**src/rtl/idec_pkg.sv**
```systemverilog
package idec_pkg;

  localparam int unsigned OPC_W = 4;

  typedef enum logic [2:0] {
    CLS_IDLE    = 3'd0,
    CLS_HALT    = 3'd1,
    CLS_JUMP    = 3'd2,
    CLS_LOAD    = 3'd3,
    CLS_STORE   = 3'd4,
    CLS_LDIMM   = 3'd5,
    CLS_ALU     = 3'd6,
    CLS_ILLEGAL = 3'd7
  } op_class_e;

  typedef enum logic [3:0] {
    ALU_ADD = 4'd0,
    ALU_SUB = 4'd1,
    ALU_MUL = 4'd2,
    ALU_DIV = 4'd3,
    ALU_SHL = 4'd4,
    ALU_SHR = 4'd5,
    ALU_NOT = 4'd6,
    ALU_AND = 4'd7,
    ALU_XOR = 4'd8,
    ALU_OR  = 4'd9
  } alu_op_e;

  localparam logic [OPC_W-1:0] OPC_CTRL      = 4'h0;
  localparam logic [OPC_W-1:0] OPC_LOAD      = 4'h1;
  localparam logic [OPC_W-1:0] OPC_STORE     = 4'h2;
  localparam logic [OPC_W-1:0] OPC_LDIMM     = 4'h3;
  localparam logic [OPC_W-1:0] OPC_ALU_FIRST = 4'h4;
  localparam logic [OPC_W-1:0] OPC_NOT       = 4'hA;
  localparam logic [OPC_W-1:0] OPC_ALU_LAST  = 4'hD;

  localparam logic [OPC_W-1:0] SUB_IDLE      = 4'h0;
  localparam logic [OPC_W-1:0] SUB_HALT      = 4'h1;
  localparam logic [OPC_W-1:0] SUB_JUMP_LO   = 4'h2;
  localparam logic [OPC_W-1:0] SUB_JUMP_HI   = 4'h8;

  typedef struct packed {
    logic rd_top;
    logic rd_mid;
    logic rd_low;
    logic rf_we;
    logic mem_rd;
    logic mem_wr;
    logic flags_we;
    logic halt;
  } ctrl_t;

endpackage

```
**src/rtl/idec_class.sv**
```systemverilog
module idec_class
  import idec_pkg::*;
#(
  parameter int unsigned FIELD_W = 4
) (
  input  logic [FIELD_W-1:0] opc_i,
  input  logic [FIELD_W-1:0] sub_i,
  output op_class_e          cls_o,
  output alu_op_e            alu_op_o
);

  logic is_alu_range;

  always_comb begin
    is_alu_range = (opc_i >= OPC_ALU_FIRST) && (opc_i <= OPC_ALU_LAST);
    cls_o        = CLS_ILLEGAL;
    if (opc_i == OPC_CTRL) begin
      if (sub_i == SUB_IDLE) begin
        cls_o = CLS_IDLE;
      end else if (sub_i == SUB_HALT) begin
        cls_o = CLS_HALT;
      end else if ((sub_i >= SUB_JUMP_LO) && (sub_i <= SUB_JUMP_HI)) begin
        cls_o = CLS_JUMP;
      end else begin
        cls_o = CLS_ILLEGAL;
      end
    end else if (opc_i == OPC_LOAD) begin
      cls_o = CLS_LOAD;
    end else if (opc_i == OPC_STORE) begin
      cls_o = CLS_STORE;
    end else if (opc_i == OPC_LDIMM) begin
      cls_o = CLS_LDIMM;
    end else if (is_alu_range) begin
      cls_o = CLS_ALU;
    end
  end

  always_comb begin
    alu_op_o = ALU_ADD;
    if (is_alu_range) begin
      alu_op_o = alu_op_e'(opc_i - OPC_ALU_FIRST);
    end
  end

endmodule

```
**src/rtl/idec_ctrl.sv**
```systemverilog
module idec_ctrl
  import idec_pkg::*;
(
  input  op_class_e cls_i,
  input  logic      is_not_i,
  output ctrl_t     ctrl_o
);

  always_comb begin
    ctrl_o = '0;
    unique case (cls_i)
      CLS_HALT: begin
        ctrl_o.halt = 1'b1;
      end
      CLS_JUMP: begin
        ctrl_o.rd_mid = 1'b1;
        ctrl_o.rd_low = 1'b1;
      end
      CLS_LOAD: begin
        ctrl_o.rd_mid = 1'b1;
        ctrl_o.rd_low = 1'b1;
        ctrl_o.rf_we  = 1'b1;
        ctrl_o.mem_rd = 1'b1;
      end
      CLS_STORE: begin
        ctrl_o.rd_top = 1'b1;
        ctrl_o.rd_mid = 1'b1;
        ctrl_o.rd_low = 1'b1;
        ctrl_o.mem_wr = 1'b1;
      end
      CLS_LDIMM: begin
        ctrl_o.rf_we = 1'b1;
      end
      CLS_ALU: begin
        ctrl_o.rd_mid   = 1'b1;
        ctrl_o.rd_low   = !is_not_i;
        ctrl_o.rf_we    = 1'b1;
        ctrl_o.flags_we = 1'b1;
      end
      CLS_IDLE, CLS_ILLEGAL: begin
        ctrl_o = '0;
      end
      default: begin
        ctrl_o = '0;
      end
    endcase
  end

endmodule

```
**src/rtl/idec_branch.sv**
```systemverilog
module idec_branch #(
  parameter int unsigned FIELD_W  = 4,
  parameter int unsigned FLAG_W   = 8,
  parameter int unsigned ZERO_BIT = 0,
  parameter int unsigned NEG_BIT  = 1
) (
  input  logic [FIELD_W-1:0] sub_i,
  input  logic [FLAG_W-1:0]  flags_i,
  input  logic               is_jump_i,
  output logic               taken_o
);

  localparam int unsigned NUM_SUB = 1 << FIELD_W;

  logic               flag_z;
  logic               flag_n;
  logic [NUM_SUB-1:0] cond_vec;
  logic               unused_flag_bits;

  function automatic logic eval_cond(input int unsigned code, input logic z, input logic n);
    logic r;
    case (code)
      2:       r = 1'b1;
      3:       r = z;
      4:       r = !z;
      5:       r = n;
      6:       r = !n;
      7:       r = n | z;
      8:       r = !n | z;
      default: r = 1'b0;
    endcase
    return r;
  endfunction

  assign flag_z           = flags_i[ZERO_BIT];
  assign flag_n           = flags_i[NEG_BIT];
  assign unused_flag_bits = ^flags_i;

  for (genvar g = 0; g < NUM_SUB; g++) begin : g_cond
    assign cond_vec[g] = eval_cond(g, flag_z, flag_n);
  end

  assign taken_o = is_jump_i & cond_vec[sub_i];

endmodule

```
**src/rtl/idec_top.sv**
```systemverilog
module idec_top
  import idec_pkg::*;
#(
  parameter int unsigned INSTR_W  = 16,
  parameter int unsigned FLAG_W   = 8,
  parameter int unsigned ZERO_BIT = 0,
  parameter int unsigned NEG_BIT  = 1,
  localparam int unsigned FIELD_W = INSTR_W / 4,
  localparam int unsigned IMM_W   = 2 * FIELD_W
) (
  input  logic [INSTR_W-1:0] instr_i,
  input  logic [FLAG_W-1:0]  flags_i,
  output logic [2:0]         class_o,
  output logic [FIELD_W-1:0] dst_idx_o,
  output logic [FIELD_W-1:0] mid_idx_o,
  output logic [FIELD_W-1:0] low_idx_o,
  output logic [IMM_W-1:0]   imm_o,
  output logic [3:0]         alu_op_o,
  output logic               rd_top_en_o,
  output logic               rd_mid_en_o,
  output logic               rd_low_en_o,
  output logic               rf_we_o,
  output logic               mem_rd_o,
  output logic               mem_wr_o,
  output logic               flags_we_o,
  output logic               halt_o,
  output logic               jump_o,
  output logic               illegal_o
);

  logic [FIELD_W-1:0] opc_f;
  logic [FIELD_W-1:0] sub_f;
  op_class_e          cls;
  alu_op_e            alu_op;
  ctrl_t              ctrl;
  logic               is_jump;
  logic               is_not;

  assign opc_f     = instr_i[4*FIELD_W-1:3*FIELD_W];
  assign sub_f     = instr_i[3*FIELD_W-1:2*FIELD_W];
  assign dst_idx_o = sub_f;
  assign mid_idx_o = instr_i[2*FIELD_W-1:FIELD_W];
  assign low_idx_o = instr_i[FIELD_W-1:0];

  idec_class #(.FIELD_W(FIELD_W)) class_i (
    .opc_i    (opc_f),
    .sub_i    (sub_f),
    .cls_o    (cls),
    .alu_op_o (alu_op)
  );

  assign is_not = (opc_f == OPC_NOT);

  idec_ctrl ctrl_i (
    .cls_i    (cls),
    .is_not_i (is_not),
    .ctrl_o   (ctrl)
  );

  assign is_jump = (cls == CLS_JUMP);

  idec_branch #(
    .FIELD_W  (FIELD_W),
    .FLAG_W   (FLAG_W),
    .ZERO_BIT (ZERO_BIT),
    .NEG_BIT  (NEG_BIT)
  ) branch_i (
    .sub_i     (sub_f),
    .flags_i   (flags_i),
    .is_jump_i (is_jump),
    .taken_o   (jump_o)
  );

  assign class_o     = cls;
  assign alu_op_o    = alu_op;
  assign imm_o       = (cls == CLS_LDIMM) ? instr_i[IMM_W-1:0] : '0;
  assign rd_top_en_o = ctrl.rd_top;
  assign rd_mid_en_o = ctrl.rd_mid;
  assign rd_low_en_o = ctrl.rd_low;
  assign rf_we_o     = ctrl.rf_we;
  assign mem_rd_o    = ctrl.mem_rd;
  assign mem_wr_o    = ctrl.mem_wr;
  assign flags_we_o  = ctrl.flags_we;
  assign halt_o      = ctrl.halt;
  assign illegal_o   = (cls == CLS_ILLEGAL);

endmodule

```
**config.mk**
```make
export PLATFORM = sky130hd
export DESIGN_NAME = idec_top
export DESIGN_NICKNAME = d
export VERILOG_FILES = /design/src/rtl/idec_pkg.sv /design/src/rtl/idec_class.sv /design/src/rtl/idec_ctrl.sv /design/src/rtl/idec_branch.sv /design/src/rtl/idec_top.sv
export SDC_FILE = /design/constraint.sdc
export NUM_CORES = 1
export LEC_CHECK = 0
export ABC_AREA = 1
export BUFFER_PORTS_ARGS = -buffer_cell sky130_fd_sc_hd__buf_2
export CORE_MARGIN = 1
export CORE_UTILIZATION = 34
export DETAILED_ROUTE_END_ITERATION = 6
export GPL_TIMING_DRIVEN = 0
export PLACE_DENSITY_LB_ADDON = 0.25
export SETUP_SLACK_MARGIN = 0.4
export SYNTH_ARGS = -nofsm -noshare
export SYNTH_HDL_FRONTEND = slang
export SYNTH_SLANG_ARGS = --single-unit
```
**constraint.sdc**
```tcl
create_clock -name vclk -period 1.8
set_clock_uncertainty 0.05 [all_clocks]
set_input_delay 0.45 -clock vclk [all_inputs]
set_output_delay 0.45 -clock vclk [all_outputs]
set_load 0.02 [all_outputs]
```
==> results of run 1 <==
==> cells by family after synthesis <==
logic type      count (synthesis)  synth area share, %
compound gates                  4                 4.95
fa+ha+maj                       3                 7.81
buf+inv                        37                 39.1
simple gates                   57                 48.2
==> metrics by stage <==
stage | std cells | hold slack (ps)
after CTS | 184 | 1130
after detailed placement | 171 | 1170
after global placement | 171 | 1170
after floorplan | 101 | 930
==> what timing repair did <==
item | in CTS
endpoints found under the setup margin | 25
resized for setup | 64
gates cloned | 1
pin swaps | 13
setup buffers | 12
endpoints found under the hold margin | 0
==> impl_metrics.yaml, run 1 <==
floorplanning:
  io_pins: 61
  die_width_microns: 39.6
  die_h_microns: 39.6
  start_util_pct: 36.9
  rows: 13
outcome:
  haltStage: "global routing"
  status: "did not finish"
  stop_error: "[ERROR DPL-0038] Utilization greater than 100%, impossible to legalize"
placement:
  place_congestion: 0.735
  place_hpwl_mm: 1.23
  pre_cts_ws_ps: -305
  place_area_sq_um: 878
  io_buffers: 55
yosys:
  ys_types: 11
  ys_top_cells_by_count: "inv_1, nand2_1, nor2_1"
  netlist_area_sq_um: 480
  netlist.area_leader.share_pct: 20.3
  syn_area_per_cell_sq_um: 4.76
  synth.area.top_cells: "buf_4, inv_1, nand2_1, nor2_1, nand3_1"
  synth_most_common_cell: "inv_1"
  ys_warn_count: 0
  yosysSeqAreaShare_pct: 0
  synthCells: 101
  yosys.area.top_type: "buf_4"
  syn_nets: 128
sta:
  worst-ep-kind: "primary output"
  worst_endpoint: "halt_o"
clock_tree:
  hold_buffers: 0
grt:
  grt_max_degree: 8
==> run 2, diff against run 1 <==
--- a/config.mk
+++ b/config.mk
@@ -7,12 +7,11 @@
 export LEC_CHECK = 0
 export ABC_AREA = 1
 export BUFFER_PORTS_ARGS = -buffer_cell sky130_fd_sc_hd__buf_2
-export CORE_MARGIN = 1
-export CORE_UTILIZATION = 34
+export CORE_AREA = 2 2 63 65
 export DETAILED_ROUTE_END_ITERATION = 6
+export DIE_AREA = 0 0 65 67
 export GPL_TIMING_DRIVEN = 0
-export PLACE_DENSITY_LB_ADDON = 0.25
-export SETUP_SLACK_MARGIN = 0.4
+export PLACE_DENSITY_LB_ADDON = 0.15
 export SYNTH_ARGS = -nofsm -noshare
 export SYNTH_HDL_FRONTEND = slang
 export SYNTH_SLANG_ARGS = --single-unit
==> run 2 against run 1 <==
Against the previous run:
- the flow now finishes, with violations (negative setup slack)
- synthesized cell count is the same
- synthesized area is the same
==> impl_metrics.yaml, run 2 <==
min_path:
  hold_start: "instr_i[14]"
  hold_class: "primary input to output port"
  min_to: "alu_op_o[2]"
  hold_depth: 3
setup_path:
  crit_required_ps: 1300
  path_cells: "buf_8 -> inv_4 -> ha_4 -> nand2_4 -> nor2_4 -> nand3_2 -> nand2_4 -> nand2_4 -> nor2_4 -> buf_6"
  start_kind: "primary input"
  cp.arrival_ps: 1440
  critPathMaxFanout: 5
  slowest_stage: "ha_4"
  critPathKind: "primary input to output port"
  slowest_delay_ps: 190
  worst-path-buf-inv: 3
  path_delay_family: "simple AND/OR/NAND/NOR gates"
  worst_path_most_repeated_cell: "nand2_4"
  end_kind: "output port"
grt:
  grt_pass1_wl_mm: 2.90
  track_usage_pct: 7.99
  grt_max_degree: 10
  grt_pass1_vias: 721
  grt.overflow.total: 0
  grt_antenna_before_repair: 0
floorplanning:
  rows: 22
  core-area_sq_mm: 0.00361
  start_util_pct: 13.3
  die_width_microns: 65
  dieArea_sq_mm: 0.00436
  die_h_microns: 67
  io_pins: 61
final_layout:
  clock_buffers: 0
  design.seq.count: 0
  diodes: 0
  ff_latch_area_sq_um: 0
  drive_gt1_share_pct: 72.6
  area_growth_pct: 149
  fin_area_sq_mm: 0.00120
  final_cell_mix: "buf_4, buf_2, inv_1"
  nNetsFinal: 193
  fin_cells: 212
  final_common_cell: "buf_4"
  fin_util_pct: 33.2
  fillers: 393
placement:
  place_congestion: 0.707
  place_area_sq_um: 873
  place_inst: 204
  io_buffers: 55
  place_hpwl_mm: 1.49
yosys:
  synth_most_common_cell: "inv_1"
  syn_nets: 128
  synth.area.top_cells: "buf_4, inv_1, nand2_1, nor2_1, nand3_1"
  synth_adder_area_share_pct: 7.81
  syn_area_per_cell_sq_um: 4.76
  synth_top_family_by_area: "simple AND/OR/NAND/NOR gates"
  yosysSeqAreaShare_pct: 0
  synthXorXnorAreaFrac_pct: 0
  netlist_area_sq_um: 480
  ys_top_cells_by_count: "inv_1, nand2_1, nor2_1"
  netlist.area_leader.share_pct: 20.3
  synthMuxAreaShare_pct: 0
  yosys.area.top_type: "buf_4"
  synthCells: 101
  ys_types: 11
  synth_compound_area_share_pct: 4.95
  ys_warn_count: 0
  synth-simple-area-share_pct: 48.2
sta:
  finalHoldViolCount: 0
  max-slew-margin-rel_pct: 79.4
  setup_slack_ps: -140
  worstMarginPinSlew_ps: 306
  min_period_over_period_pct: 108
  whs_ps: 1110
  slew_viol_final: 0
  setup_viol: 17
  finalCriticalPeriod_ps: 1940
  fmax_mhz: 515
  rsz0062_at_grt: "true"
pwr:
  p_per_area_mw_per_mm2: 242
  vdd_drop_max_uv: 76.0
  leakage_uw: 0.000674
routing:
  drc: 0
  final_antenna_net_count: 0
  met2_length_microns: 979
  routedWlPerCell_microns: 8.58
  top_layer: "met3"
  drt-met1-wl_microns: 648
  dr_wl_met3_microns: 191
  vias_per_cell: 3.76
  vias: 798
  drt_wl_total_mm: 1.82
  drt-initial-drc-count: 2
  dr.pass1.iters: 2
run:
  drv_cap: 0
outcome:
  status: "complete, but fails checks"
  failed_checks: "negative setup slack"
clock_tree:
  hold_buffers: 0
==> run 2: cell counts after synthesis <==
No cell type changed its count.
==> run 2: worst max-delay path by stage <==
stage / start / end / slack (ps) / cells past startpoint
after floorplan: instr_i[14] / illegal_o / 0.7 / 8
after global placement: instr_i[9] / jump_o / -300 / 7
after detailed placement: instr_i[9] / jump_o / -300 / 7
after CTS: instr_i[14] / jump_o / -160 / 12
after global routing: instr_i[14] / halt_o / -200 / 10
final: instr_i[14] / halt_o / -140 / 10
==> run 2: worst min-delay path, delay by kind of cell <==
kind / cells / cell delay, ps
buf+inv: 2 / 220
simple gates: 1 / 40
==> run 2: what timing repair did <==
item,in CTS,in global routing
gates resized for setup,43,41
endpoints found under the setup margin,18,25
endpoints found under the hold margin,0,0
buffers inserted,7,1
pin swaps,13,8
==> run 2: cell type report <==
class,instances,area [sq um],share of cell area (%)
Buffer,13,101,8.46
Inverter,24,103,8.56
Multi-Input combinational cell,64,474,39.6
Tap cell,48,60.1,5.01
Timing Repair Buffer,63,460,38.4
==> run 2: where the power goes <==
part           switching (uW)  total, uW  internal [uW]
registers                   0          0              0
clock network               0          0              0
logic                     161        291            130
==> run 2: kinds of logic after synthesis <==
logic type	after synthesis
AOI/OAI and AO/OA	4
adders and majority gates	3
buffers and inverters	37
and+or+nand+nor	57
==> run 2: per-layer routing <==
metal / up-vias / global-route usage, %
met5: - / 0
met4: 0 / 0
met3: 0 / 0.676
met2: 39 / 16.8
met1: 344 / 9.10
li1: 415 / -
==> run 2: per-stage QoR <==
stage | setup WS [ps] | setup TNS (ps) | total power (uW)
5_1_grt | -199 | -2520 | 315
4_1_cts | -165 | -1840 | 267
3_3_place_gp | -300 | -2830 | 220
2_1_floorplan | 0.675 | 0 | 142
3_5_place_dp | -296 | -2960 | 222
6_report | -140 | -1120 | 291
(Power assumes the default switching activity.)
==> run 3, diff against run 2 <==
--- a/config.mk
+++ b/config.mk
@@ -14,4 +14,5 @@
 export PLACE_DENSITY_LB_ADDON = 0.15
 export SYNTH_ARGS = -nofsm -noshare
 export SYNTH_HDL_FRONTEND = slang
+export SYNTH_HIERARCHICAL = 1
 export SYNTH_SLANG_ARGS = --single-unit
==> run 3 against run 2 <==
Against the previous run:
- the flow still finishes with violations (negative setup slack)
- sequential share of layout area unchanged
- critical path type unchanged
- worst setup slack got worse by 230 ps
- cell area is 5.0% higher
- critical endpoint is now rd_top_en_o
- routed wire length grew 0.27%
- flip-flop and latch count stayed put
- synthesized area rose by 5.7%
- core utilization is 1.7 points higher
- global-route usage up 0.22 points
- first-iteration DRC count up 100%
==> impl_metrics.yaml, run 3 <==
sta:
  worstMarginPinSlew_ps: 230
  max-slew-margin-rel_pct: 84.6
  whs_ps: 1170
  rsz0062_at_grt: "true"
  fmax_mhz: 462
  finalHoldViolCount: 0
  setup_viol: 21
  min_period_over_period_pct: 120
  setup_slack_ps: -366
  slew_viol_final: 0
  finalCriticalPeriod_ps: 2170
grt:
  track_usage_pct: 8.21
  grt_pass1_wl_mm: 3.01
  grt_use_met1_pct: 8.71
  grt.overflow.total: 0
  top_usage_layer: "met2"
  grt_antenna_before_repair: 0
  grt_max_degree: 9
  met3_usage_pct: 0.676
  grtUsageMet2_pct: 18.0
  grt_pass1_vias: 762
yosys:
  syn_nets: 133
  ys_warn_count: 6
  yosys.area.top_type: "nand2_1"
  netlist.area_leader.share_pct: 20.7
  ys_top_cells_by_count: "nand2_1, inv_1, nor2_1"
  syn_area_per_cell_sq_um: 4.79
  synth_most_common_cell: "nand2_1"
  yosysSeqAreaShare_pct: 0
  synthCells: 106
  ys_types: 13
  synth.area.top_cells: "nand2_1, buf_4, inv_1, nor2_1, ha_1"
  netlist_area_sq_um: 508
routing:
  drc: 0
  routedWlPerCell_microns: 8.22
  drt-initial-drc-count: 4
  final_antenna_net_count: 0
  dr.pass1.iters: 4
  vias: 824
  vias_per_cell: 3.71
  drt_wl_total_mm: 1.82
setup_path:
  start_kind: "primary input"
  end_kind: "output port"
  slowest_delay_ps: 140
  slowest_stage: "ha_4"
  critPathMaxFanout: 5
  crit_required_ps: 1300
  path_cells: "buf_12 -> clkinv_8 -> ha_4 -> inv_4 -> nor2_4 -> nand2_1 -> nor2_1 -> nand2_1 -> nand2_4 -> inv_2 -> nand2_4 -> nor2_4 -> buf_4 -> buf_2"
  critPathKind: "primary input to output port"
  cp.arrival_ps: 1670
floorplanning:
  dieArea_sq_mm: 0.00436
  start_util_pct: 14.1
  core-area_sq_mm: 0.00361
  die_width_microns: 65
  die_h_microns: 67
  rows: 22
  io_pins: 61
min_path:
  hold_depth: 3
  min_to: "low_idx_o[2]"
  hold_start: "instr_i[2]"
  hold_class: "primary input to output port"
final_layout:
  final_cell_mix: "buf_2, buf_4, nand2_1"
  design.seq.count: 0
  fillers: 411
  fin_cells: 222
  diodes: 0
  clock_buffers: 0
  final_common_cell: "buf_2"
  nNetsFinal: 203
  ff_latch_area_sq_um: 0
  drive_gt1_share_pct: 65.5
  area_growth_pct: 148
outcome:
  failed_checks: "negative setup slack"
  status: "complete, but fails checks"
clock_tree:
  hold_buffers: 0
placement:
  place_inst: 209
  io_buffers: 55
  place_congestion: 0.697
  place_hpwl_mm: 1.47
pwr:
  vdd_drop_max_uv: 86.5
  leakage_uw: 0.000730
  p_per_area_mw_per_mm2: 246
run:
  drv_cap: 0
[run 3: changes by cell type after synthesis, moves of 2 or more]
cell	delta
a21oi_1	+2
inv_1	+2
nand2_1	+6
nand3_1	-4
nor2_1	-2
nor3_1	+2
o21ai_0	-2
[run 3: final cells by class]
| class | instances | area (sq um) | share of cell area, % |
|---|---|---|---|
| inverters | 26 | 125 | 9.94 |
| repair buffers | 68 | 519 | 41.3 |
| plain buffers | 13 | 97.6 | 7.75 |
| well taps | 48 | 60.1 | 4.77 |
| multi-input cells | 67 | 457 | 36.3 |
[run 3: metal layers]
layer	wire length [microns]	vias to the layer above	share of wire [%]
met5	0	-	0
met4	0	0	0
met3	161	0	8.8
met2	960	36	53
met1	702	354	38
li1	-	434	-
[run 3: per-stage QoR]
step                utilization, %  TNS [ps]  setup slack [ps]  area, sq um  total power (uW)
global route                  34.9     -8070              -478         1260               337
global placement              27.1     -9230              -554          976               251
finish                        34.9     -6100              -366         1260               309
floorplan                        -     -3460              -247          641               168
CTS                           34.4     -6470              -381         1240               309
detailed placement            27.1     -9540              -588          976               252
[run 3: critical path: cells and delay by family]
family | cells | cell delay (ps)
fa+ha+maj | 1 | 140
simple gates | 7 | 530
buf+inv | 6 | 530
[run 3: how the worst max path moves through the flow]
| stage | slack [ps] | endpoint | depth (start not counted) | startpoint |
|---|---|---|---|---|
| finish | -370 | rd_top_en_o | 14 | instr_i[14] |
| global route | -480 | imm_o[4] | 12 | instr_i[14] |
| CTS | -380 | jump_o | 12 | instr_i[14] |
| detailed placement | -590 | jump_o | 11 | instr_i[15] |
| global placement | -550 | jump_o | 11 | instr_i[15] |
| floorplan | -250 | imm_o[1] | 10 | instr_i[15] |
[run 3: cell families (layout without fill, tap and decap cells)]
family	Yosys count	after routing	synth area share (%)
buffers and inverters	39	107	38.4
AOI/OAI and AO/OA	3	3	2.95
and+or+nand+nor	61	61	51.2
adders and majority gates	3	3	7.39
[run 3: what timing repair did]
action	4_1_cts	5_1_grt
gates resized for setup	45	4
pin swaps	10	1
gates cloned	0	0
buffers inserted	13	0
endpoints found under the setup margin	22	21
[run 3: where the power goes]
group          total [uW]  switching (uW)  leakage (uW)  internal (uW)
clock                   0               0             0              0
sequential              0               0             0              0
combinational         309             171      0.000730            139
total                 309             171      0.000730            139
==> run 4, diff against run 3 <==
--- a/config.mk
+++ b/config.mk
@@ -12,6 +12,7 @@
 export DIE_AREA = 0 0 65 67
 export GPL_TIMING_DRIVEN = 0
 export PLACE_DENSITY_LB_ADDON = 0.15
+export SKIP_LAST_GASP = 1
 export SYNTH_ARGS = -nofsm -noshare
 export SYNTH_HDL_FRONTEND = slang
 export SYNTH_HIERARCHICAL = 1
==> run 4 against run 3 <==
Against the previous run:
- the flow still finishes with violations (negative setup slack)
- worst setup slack unchanged
- global-route usage grew 0.071 points
- combinational power is essentially flat
- total power is essentially flat
- maximum frequency did not move
- clock-buffer cell count stayed put
- non-clock buffer count unchanged
- cell area down 0.30%
- largest cell class unchanged
==> impl_metrics.yaml, run 4 (synthesis gave the netlist of run 3 again) <==
sta:
  min_period_over_period_pct: 120
  worstMarginPinSlew_ps: 230
  fmax_mhz: 462
  slew_viol_final: 0
  finalHoldViolCount: 0
  finalCriticalPeriod_ps: 2170
  setup_slack_ps: -366
  rsz0062_at_grt: "true"
  setup_viol: 21
  whs_ps: 1170
  max-slew-margin-rel_pct: 84.6
setup_path:
  cp.arrival_ps: 1670
  endpoint: "rd_top_en_o"
  start_kind: "primary input"
  critPathLaunch: "instr_i[14]"
  critPathKind: "primary input to output port"
  end_kind: "output port"
  crit_required_ps: 1300
  critPathMaxFanout: 5
final_layout:
  final_cell_mix: "buf_2, buf_4, nand2_1"
  nNetsFinal: 203
  final_common_cell: "buf_2"
  fin_cells: 222
  design.seq.count: 0
  diodes: 0
  area_growth_pct: 147
  fillers: 413
  multi_input_area_sq_um: 457
  drive_gt1_share_pct: 65.5
  ff_latch_area_sq_um: 0
  fin_util_pct: 34.8
  clock_buffers: 0
pwr:
  leakage_uw: 0.000729
  p_int_uw: 139
  p_per_area_mw_per_mm2: 246
  p_comb_share_pct: 100.0
  p_seq_share_pct: 0
  swShare_pct: 55.2
  p_sw_uw: 170
  vdd_drop_max_uv: 86.5
  power_frac_clock_pct: 0
routing:
  drt_wl_total_mm: 1.83
  drc: 0
  dr.pass1.iters: 4
  vias: 824
  drt-initial-drc-count: 4
  final_antenna_net_count: 0
  vias_per_cell: 3.71
  routedWlPerCell_microns: 8.23
floorplanning:
  die_h_microns: 67
  rows: 22
  dieArea_sq_mm: 0.00436
  start_util_pct: 14.1
  core-area_sq_mm: 0.00361
  io_pins: 61
  die_width_microns: 65
placement:
  place_inst: 209
  place_congestion: 0.697
  io_buffers: 55
  place_hpwl_mm: 1.47
grt:
  grt_max_degree: 9
  grt_pass1_vias: 768
  grt_antenna_before_repair: 0
  track_usage_pct: 8.28
  grt.overflow.total: 0
  grt_pass1_wl_mm: 3.04
outcome:
  failed_checks: "negative setup slack"
  status: "complete, but fails checks"
min_path:
  hold_class: "primary input to output port"
run:
  drv_cap: 0
## run 4: changes by cell type in the layout (fill, tap and decap cells not counted)
cell	before	now
buf_4	28	29
buf_6	13	12
## run 4: metrics by stage
| step | total power (uW) | instance area (sq um) | setup TNS [ps] | setup WS, ps |
|---|---|---|---|---|
| floorplan | 168 | 641 | -3460 | -247 |
| detailed placement | 252 | 976 | -9540 | -588 |
| global route | 337 | 1250 | -8090 | -478 |
| global placement | 251 | 976 | -9230 | -554 |
| finish | 309 | 1250 | -6110 | -366 |
| CTS | 308 | 1230 | -6480 | -381 |
## run 4: layout make-up
type,instances,share of cell area (%)
buffer,13,7.78
inverter,26,9.97
multi-input combinational,67,36.4
tap,48,4.79
timing repair buffer,68,41.1
## run 4: power by group through the flow
stage               combinational (uW)  clock (uW)  sequential [uW]
CTS                                308           0                0
global placement                   251           0                0
global route                       337           0                0
floorplan                          168           0                0
detailed placement                 252           0                0
finish                             309           0                0
## run 4: metal layers
metal	wire length [microns]	vias up	track usage, %
li1	-	434	-
met1	704	354	8.71
met2	963	36	18.2
met3	161	0	0.845
met4	0	0	0
met5	0	-	0
## run 4: worst min-delay path by stage
stage | slack, ps | cells after the start | from | end
after CTS | 1170 | 3 | instr_i[2] | low_idx_o[2]
after detailed placement | 1170 | 3 | instr_i[3] | low_idx_o[3]
final | 1170 | 3 | instr_i[2] | low_idx_o[2]
after global routing | 1190 | 3 | instr_i[3] | low_idx_o[3]
after floorplan | 950 | 1 | instr_i[13] | class_o[1]
after global placement | 1170 | 3 | instr_i[4] | mid_idx_o[0]
## run 4: critical path, stage by stage
cell and delay, ps:
buf_12 110, clkinv_8 40, ha_4 140, inv_4 40, nor2_4 90, nand2_1 50
nor2_1 80, nand2_1 90, nand2_4 110, inv_2 90, nand2_4 80, nor2_4 30
buf_4 110, buf_2 140
## run 4: repair_timing
| action | CTS | global route |
|---|---|---|
| buffers inserted | 13 | 0 |
| pin swaps | 10 | 1 |
| setup endpoints to repair | 22 | 21 |
| hold buffers | 0 | 0 |
| resized for setup | 43 | 5 |
